==> src/rtl/pkf_pkg.sv <==
package pkf_pkg;
    localparam int SAMPLE_W = 15;
    localparam int POS_W    = 5;

    typedef enum logic [1:0] {
        ST_IDLE  = 2'd0,
        ST_SCAN  = 2'd1,
        ST_STORE = 2'd2
    } scan_state_t;

    typedef struct packed {
        logic [SAMPLE_W-1:0] peak;
        logic [POS_W-1:0]    pos;
    } peak_entry_t;
endpackage

==> src/rtl/pkf_delay_line.sv <==
module pkf_delay_line #(
    parameter int W     = 15,
    parameter int DEPTH = 48
) (
    input  logic         clk,
    input  logic         rst_n,
    input  logic         en,
    input  logic [W-1:0] din,
    output logic [W-1:0] dout
);
    localparam int AW = (DEPTH > 1) ? $clog2(DEPTH) : 1;

    logic [W-1:0]  mem [DEPTH];
    logic [AW-1:0] ptr;

    assign dout = mem[ptr];

    always_ff @(posedge clk) begin
        if (!rst_n) begin
            ptr <= '0;
            for (int i = 0; i < DEPTH; i++) mem[i] <= '0;
        end else if (en) begin
            mem[ptr] <= din;
            ptr      <= (ptr == AW'(DEPTH-1)) ? '0 : ptr + 1'b1;
        end
    end

    // the read pointer only moves on an enabled sample
    p_hold_idle_r7: assert property (@(posedge clk) disable iff (!rst_n)
        !en |=> $stable(ptr));
endmodule

==> src/rtl/pkf_scanner.sv <==
module pkf_scanner
    import pkf_pkg::*;
#(
    parameter int WIN   = 30,
    parameter int CNT_W = 8
) (
    input  logic                clk,
    input  logic                rst_n,
    input  logic                en,
    input  logic                trig,
    input  logic [SAMPLE_W-1:0] dly,
    output logic                push,
    output peak_entry_t         result,
    output logic                busy,
    output logic                busy_err,
    output logic [CNT_W-1:0]    rej_cnt
);
    localparam int CW = $clog2(WIN + 1);

    scan_state_t         st, nxt;
    logic [CW-1:0]       cnt;
    logic [SAMPLE_W-1:0] best;
    logic [POS_W-1:0]    best_pos;
    logic                take, first, reject;
    logic [CW-1:0]       idx;

    assign take   = en && (st == ST_SCAN || (st == ST_IDLE && trig));
    assign first  = (st == ST_IDLE) || (cnt == '0);
    assign idx    = (st == ST_IDLE) ? '0 : cnt;
    assign reject = trig && (st != ST_IDLE);

    always_comb begin
        nxt = st;
        unique case (st)
            ST_IDLE:  if (trig) nxt = ST_SCAN;
            ST_SCAN:  if (take && cnt == CW'(WIN-1)) nxt = ST_STORE;
            ST_STORE: nxt = ST_IDLE;
            default:  nxt = ST_IDLE;
        endcase
    end

    always_ff @(posedge clk) begin
        if (!rst_n) st <= ST_IDLE;
        else        st <= nxt;
    end

    always_ff @(posedge clk) begin
        if (!rst_n) begin
            cnt      <= '0;
            best     <= '0;
            best_pos <= '0;
            busy_err <= 1'b0;
            rej_cnt  <= '0;
        end else begin
            if (take) begin
                if (first || dly > best) begin
                    best     <= dly;
                    best_pos <= POS_W'(idx);
                end
                cnt <= idx + 1'b1;
            end else if (st == ST_IDLE && trig) begin
                cnt <= '0;
            end
            if (reject) begin
                busy_err <= 1'b1;
                if (rej_cnt != '1) rej_cnt <= rej_cnt + 1'b1;
            end
        end
    end

    assign push        = (st == ST_STORE);
    assign busy        = (st != ST_IDLE);
    assign result.peak = best;
    assign result.pos  = best_pos;

    p_cnt_bound_r3: assert property (@(posedge clk) disable iff (!rst_n)
        cnt <= CW'(WIN));
    p_err_sticky_r8: assert property (@(posedge clk) disable iff (!rst_n)
        busy_err |=> busy_err);
    p_reject_flag_r8: assert property (@(posedge clk) disable iff (!rst_n)
        (trig && busy) |=> busy_err);
    p_commit_once_r11: assert property (@(posedge clk) disable iff (!rst_n)
        push |=> !push && !busy);
endmodule

==> src/rtl/pkf_fifo.sv <==
module pkf_fifo
    import pkf_pkg::*;
#(
    parameter int FDEPTH = 16,
    parameter int CNT_W  = 8
) (
    input  logic             clk,
    input  logic             rst_n,
    input  logic             push,
    input  peak_entry_t      wdata,
    input  logic             pop,
    output peak_entry_t      rdata,
    output logic             empty,
    output logic             full,
    output logic [CNT_W-1:0] ovf_cnt
);
    localparam int AW = $clog2(FDEPTH);

    peak_entry_t   mem [FDEPTH];
    logic [AW-1:0] wp, rp;
    logic [AW:0]   level;
    logic          do_push, do_pop;

    assign empty   = (level == '0);
    assign full    = (level == (AW+1)'(FDEPTH));
    assign do_push = push && !full;
    assign do_pop  = pop && !empty;
    assign rdata   = mem[rp];

    always_ff @(posedge clk) begin
        if (!rst_n) begin
            wp      <= '0;
            rp      <= '0;
            level   <= '0;
            ovf_cnt <= '0;
        end else begin
            if (do_push) begin
                mem[wp] <= wdata;
                wp      <= (wp == AW'(FDEPTH-1)) ? '0 : wp + 1'b1;
            end
            if (do_pop) rp <= (rp == AW'(FDEPTH-1)) ? '0 : rp + 1'b1;
            if (do_push && !do_pop)      level <= level + 1'b1;
            else if (!do_push && do_pop) level <= level - 1'b1;
            if (push && full && ovf_cnt != '1) ovf_cnt <= ovf_cnt + 1'b1;
        end
    end

    p_level_bound_r9: assert property (@(posedge clk) disable iff (!rst_n)
        level <= (AW+1)'(FDEPTH));
    p_drop_keeps_full_r10: assert property (@(posedge clk) disable iff (!rst_n)
        (push && full && !pop) |=> full && $stable(wp));
endmodule

==> src/rtl/trig_peak_finder.sv <==
module trig_peak_finder
    import pkf_pkg::*;
#(
    parameter int DEPTH  = 48,
    parameter int WIN    = 30,
    parameter int FDEPTH = 16,
    parameter int CNT_W  = 8
) (
    input  logic                clk,
    input  logic                rst_n,
    input  logic                smp_en,
    input  logic [SAMPLE_W-1:0] smp_in,
    input  logic                trig,
    input  logic                rd_en,
    output logic                rd_empty,
    output logic                rd_full,
    output logic [SAMPLE_W-1:0] rd_peak,
    output logic [POS_W-1:0]    rd_pos,
    output logic                scan_busy,
    output logic                busy_err,
    output logic [CNT_W-1:0]    rej_cnt,
    output logic [CNT_W-1:0]    ovf_cnt
);
    logic [SAMPLE_W-1:0] dly;
    logic                push;
    peak_entry_t         res, head;

    pkf_delay_line #(.W(SAMPLE_W), .DEPTH(DEPTH)) u_dly (
        .clk(clk), .rst_n(rst_n), .en(smp_en), .din(smp_in), .dout(dly)
    );

    pkf_scanner #(.WIN(WIN), .CNT_W(CNT_W)) u_scan (
        .clk(clk), .rst_n(rst_n), .en(smp_en), .trig(trig), .dly(dly),
        .push(push), .result(res), .busy(scan_busy),
        .busy_err(busy_err), .rej_cnt(rej_cnt)
    );

    pkf_fifo #(.FDEPTH(FDEPTH), .CNT_W(CNT_W)) u_fifo (
        .clk(clk), .rst_n(rst_n), .push(push), .wdata(res), .pop(rd_en),
        .rdata(head), .empty(rd_empty), .full(rd_full), .ovf_cnt(ovf_cnt)
    );

    assign rd_peak = head.peak;
    assign rd_pos  = head.pos;

    p_pos_range_r4: assert property (@(posedge clk) disable iff (!rst_n)
        !rd_empty |-> rd_pos < POS_W'(WIN));
endmodule

==> config.mk <==
export PLATFORM = sky130hd
export DESIGN_NAME = trig_peak_finder
export DESIGN_NICKNAME = d
export VERILOG_FILES = /design/src/rtl/pkf_pkg.sv /design/src/rtl/pkf_delay_line.sv /design/src/rtl/pkf_scanner.sv /design/src/rtl/pkf_fifo.sv /design/src/rtl/trig_peak_finder.sv
export SDC_FILE = /design/constraint.sdc
export NUM_CORES = 2
export LEC_CHECK = 0
export BUFFER_PORTS_ARGS = -buffer_cell sky130_fd_sc_hd__buf_2
export CAP_MARGIN = 5
export CELL_PAD_IN_SITES_DETAIL_PLACEMENT = 1
export CELL_PAD_IN_SITES_GLOBAL_PLACEMENT = 2
export CORE_ASPECT_RATIO = 2
export CORE_MARGIN = 4
export CORE_UTILIZATION = 52
export DETAILED_ROUTE_END_ITERATION = 8
export GPL_TIMING_DRIVEN = 0
export PLACE_DENSITY = 0.95
export SKIP_CTS_REPAIR_TIMING = 1
export SYNTH_ARGS = -nofsm -noshare
export SYNTH_HDL_FRONTEND = slang
export SYNTH_SLANG_ARGS = --single-unit
export TNS_END_PERCENT = 100
==> constraint.sdc <==
create_clock -name clk -period 9.5 [get_ports clk]
set_input_delay 1.425 -clock clk [delete_from_list [all_inputs] [get_ports clk]]
set_output_delay 1.425 -clock clk [all_outputs]
set_load 0.01 [all_outputs]
==> implementation parameters <==
Parameter                              Value

STA
  Period minus WS final ... 7.651 ns
  Final worst-path setup slack ... 1.849 ns
  Relative slew margins ... 4.922%
  Pins Over Slew Limit ... 0
  Final Hold Violating Endpoints ... 0
  Fmax ... 130.7 MHz
  Pin slew with the least headroom to its limit ... 1.408 ns
  Total of endpoints with negative setup slack in the final report ... 0
  Skew final ... 0.04721 ns
  Fin crit share ... 80.54%
  Unrepaired setup endpoints after global routing ... no
  Fin Hold WS ... 0.5199 ns
  Total negative slack for setup checks ... 0 ns

Global route
  Antenna violations before repair ... 8
  Aggregate global-route resource usage ... 33.59%
  Vias in the first global route ... 37037
  Wire length of the first global-routing pass ... 275600 µm
  Maximum number of pins on one net before global-route repair ... 21
  Total congestion overflow ... 0

Pwr
  Leak ... 21.72 nW
  Flop pwr share ... 52.4%
  Combinational fraction of design power ... 11.9%
  Switching pwr ... 3.305 mW
  Power Dens Cells ... 201.1 mW/mm²
  IR Drop Worst-Case VDD ... 0.1459 mV
  Portion of total power attributed to the clock network ... 35.7%
  Overall power consumption ... 13.00 mW
  Internal power contribution ... 9.698 mW
  Net Sw Frac ... 25.42%

Final layout
  Number of standard cells in the layout, taps in and fillers out ... 5267
  Utilization after layout ... 58.69%
  Storage cell area ... 0.03990 mm²
  Final net count ... 3733
  Signed area change from the synthesized netlist to the final layout ... 11.78%
  Footprint of the multi-input gates ... 0.01683 mm²
  Fraction of layout cells with a size suffix above 1 ... 20.60%
  Fill count ... 9934
  Post-layout instance area ... 0.06466 mm²

Synthesis
  Synthesized netlist net count ... 3506
  Share of the synthesized area in the top cell type ... 66.44%
  Syn Inst Count ... 3457
  Top-count cell post-synth ... edfxtp_1
  Register area share after synthesis ... 68.97%
  Warnings from Yosys ... 0
  Post-synth cell types ... 68
  Area contributors post-synth ... edfxtp_1 (66%), mux4_2 (13%), and2_1 (7.9%)
  Proportion of register bits with asynchronous set or reset after synthesis ... 0%
  Mean cell area of the mapped netlist ... 16.73 µm²
  Dominant cell type by area after synthesis ... edfxtp_1
  Main flop type after synthesis ... edfxtp_1
  Synthesis-stage register bit count ... 1353
  Synthesized cell area ... 0.05785 mm²
  Ranking of synthesized cells by instance count ... edfxtp_1 (1280), and2_1 (729), mux4_2 (322), clkbuf_1 (195), nor2_1 (137)
  Number of enable flip-flop cells after synthesis ... 1280

Clock network
  Max clock buf depth ... 3
  Clock latency reported for the late side of the worst-skew pair ... 0.78 ns
  Clock tree from TritonCTS ... built
  Clock-pin slew on the worst setup and hold paths ... 0.07 ns
  TritonCTS buffer count ... 109
  CTS Root Buffer Type ... clkbuf_16
  H-tree levels ... 3
  Clock Sinks ... 1353

Floorplanning
  Number of placement rows ... 172
  Core area ... 0.1102 mm²
  Die X ... 243.9 µm
  Ports ... 60
  Die Height ... 479.7 µm
  Total Die Area ... 0.1170 mm²
  Starting density of the core ... 52.50%

Setup path
  Slowest stage cell on the critical path ... and2_0
  Sort of element at the start of the critical path ... flip-flop
  Critical-path cell list ... buf_2 > clkbuf_1 > and2_0 > clkbuf_1 > o21ai_0 > nand4_1 > o41ai_1 > ha_1 > a21oi_1 > o21ai_0 > a221oi_1 > a211o_1 > clkbuf_1 > buf_2 > nand3_1 > a21oi_1
  Crit path capture type ... flip-flop
  Critical path arrival ... 8.31 ns
  Worst path required time ... 10.16 ns
  Worst Path Class, Setup ... reg -> reg
  Most frequent cell on the critical path ... clkbuf_1
  Delay contributed by the slowest stage of the critical path ... 0.87 ns
  CP Max Fanout ... 10

Detailed routing
  Via Count ... 34183
  Drt drc ... 0
  Routed length per instance ... 37.13 µm
  Number of nets still failing antenna checks after routing ... 0
  DR pass1 iterations ... 8
  Total detailed-routing wirelength ... 195600 µm
  Via count normalized by instance count ... 6.490
  Initial detailed-routing violation count ... 4076

Min path
  Kind of path behind the tightest hold check ... reg -> reg

Placement
  Routability cong. ... 1.005
  Placed Cells ... 5049
  Detailed placer's ending HPWL ... 138600 µm
  Number of port buffers ... 58
  Worst-case setup slack after placement ... 2.549 ns
  Instance area after placement ... 0.06107 mm²

Outcome
  Outcome ... finished, final reports clean

Flow run
  Max-capacitance violation count ... 0
-- layout make-up --
| class | instances | area share, % |
|---|---|---|
| clock buffers | 132 | 4.385 |
| repair buffers | 116 | 1.709 |
| inverters | 25 | 0.1451 |
| well taps | 1479 | 2.862 |
| flip-flops and latches | 1353 | 61.70 |
| clock inverters | 72 | 1.076 |
| diodes | 11 | 0.04257 |
| multi-input cells | 1800 | 26.03 |
| plain buffers | 279 | 2.047 |
-- routing by layer --
metal  wire (µm)  GRT usage, %  share of wire [%]  vias up
li1            -             -                  -    13643
met1       56350         31.77                 29    17556
met2      100400         58.65                 51     2098
met3       13440         7.075                6.9      886
met4       25370         33.41                 13        0
met5           0             0                  0        -
-- worst max-delay path, delay by kind of cell (launching register included) --
kind / cells / cell delay, ns
compound gates: 7 / 2.54
simple gates: 3 / 1.48
fa+ha+maj: 1 / 0.44
flops: 1 / 0.34
buf+inv: 5 / 2.74
-- cells in the final DEF (no fill, tap or decap), types with 14 or more instances in the layout --
master,synthesis,final
nor2_2,0,25
inv_1,23,23
dfxtp_1,73,73
clkbuf_16,0,110
a22o_1,19,19
buf_2,46,104
nand3_1,40,40
buf_6,16,23
o21ai_0,73,25
clkinv_2,0,22
clkbuf_1,195,217
buf_8,1,48
mux4_2,322,322
edfxtp_1,1280,1280
o22ai_1,34,34
a21oi_1,58,58
nor2b_1,18,18
o21a_1,14,14
o21ai_2,0,48
nand2_1,65,65
clkinv_1,1,19
mux2i_1,73,73
nand4_1,15,15
nor2_1,137,108
ha_1,28,28
and2_1,729,729
-- power by group through the flow --
stage                     clock (mW)  combinational, mW  sequential [mW]
after global placement             0               1.41             6.92
after global routing            4.90               1.60             6.82
after floorplan                    0              0.920             6.88
after CTS                       4.65               1.52             6.81
after detailed placement           0               1.49             6.94
final                           4.64               1.55             6.81
-- sequential cells by signal, summed over array words and instances, names as in the netlist, named ones only --
signal           cells
u_scan.best         15
u_scan.rej_cnt       8
u_scan.busy_err      1
u_fifo.wp            4
u_fifo.rp            4
u_fifo.mem         320
u_scan.cnt           5
u_dly.mem          960
u_fifo.level         5
u_scan.best_pos      5
u_scan.st            2
u_fifo.ovf_cnt       8
u_dly.ptr            6
-- worst paths after layout --
check / start / to / slack [ns] / cells after the start
worst max-delay path: flip-flop / u_scan.best_pos[1] / 1.85 / 16
worst min-delay path: u_fifo.rp[3] / flip-flop / 0.52 / 2
worst max register to register: flip-flop / u_scan.best_pos[1] / 1.85 / 16
worst min register to register: u_fifo.rp[3] / flip-flop / 0.52 / 2
-- cell families (layout without fill, tap and decap cells) --
kind of cell | count (synthesis) | count (layout) | share of synthesized area [%]
AND/OR/NAND/NOR | 1070 | 1070 | 10.64
multiplexers | 399 | 399 | 13.88
adder cells (fa/ha/maj) | 29 | 29 | 0.6402
XOR/XNOR | 22 | 22 | 0.3331
AO/OA/AOI/OAI | 280 | 280 | 3.093
flip-flops | 1353 | 1353 | 68.97
buffers and inverters | 304 | 624 | 2.450
other | 0 | 11 | 0
No activity file was read; power rests on OpenSTA's default activity.
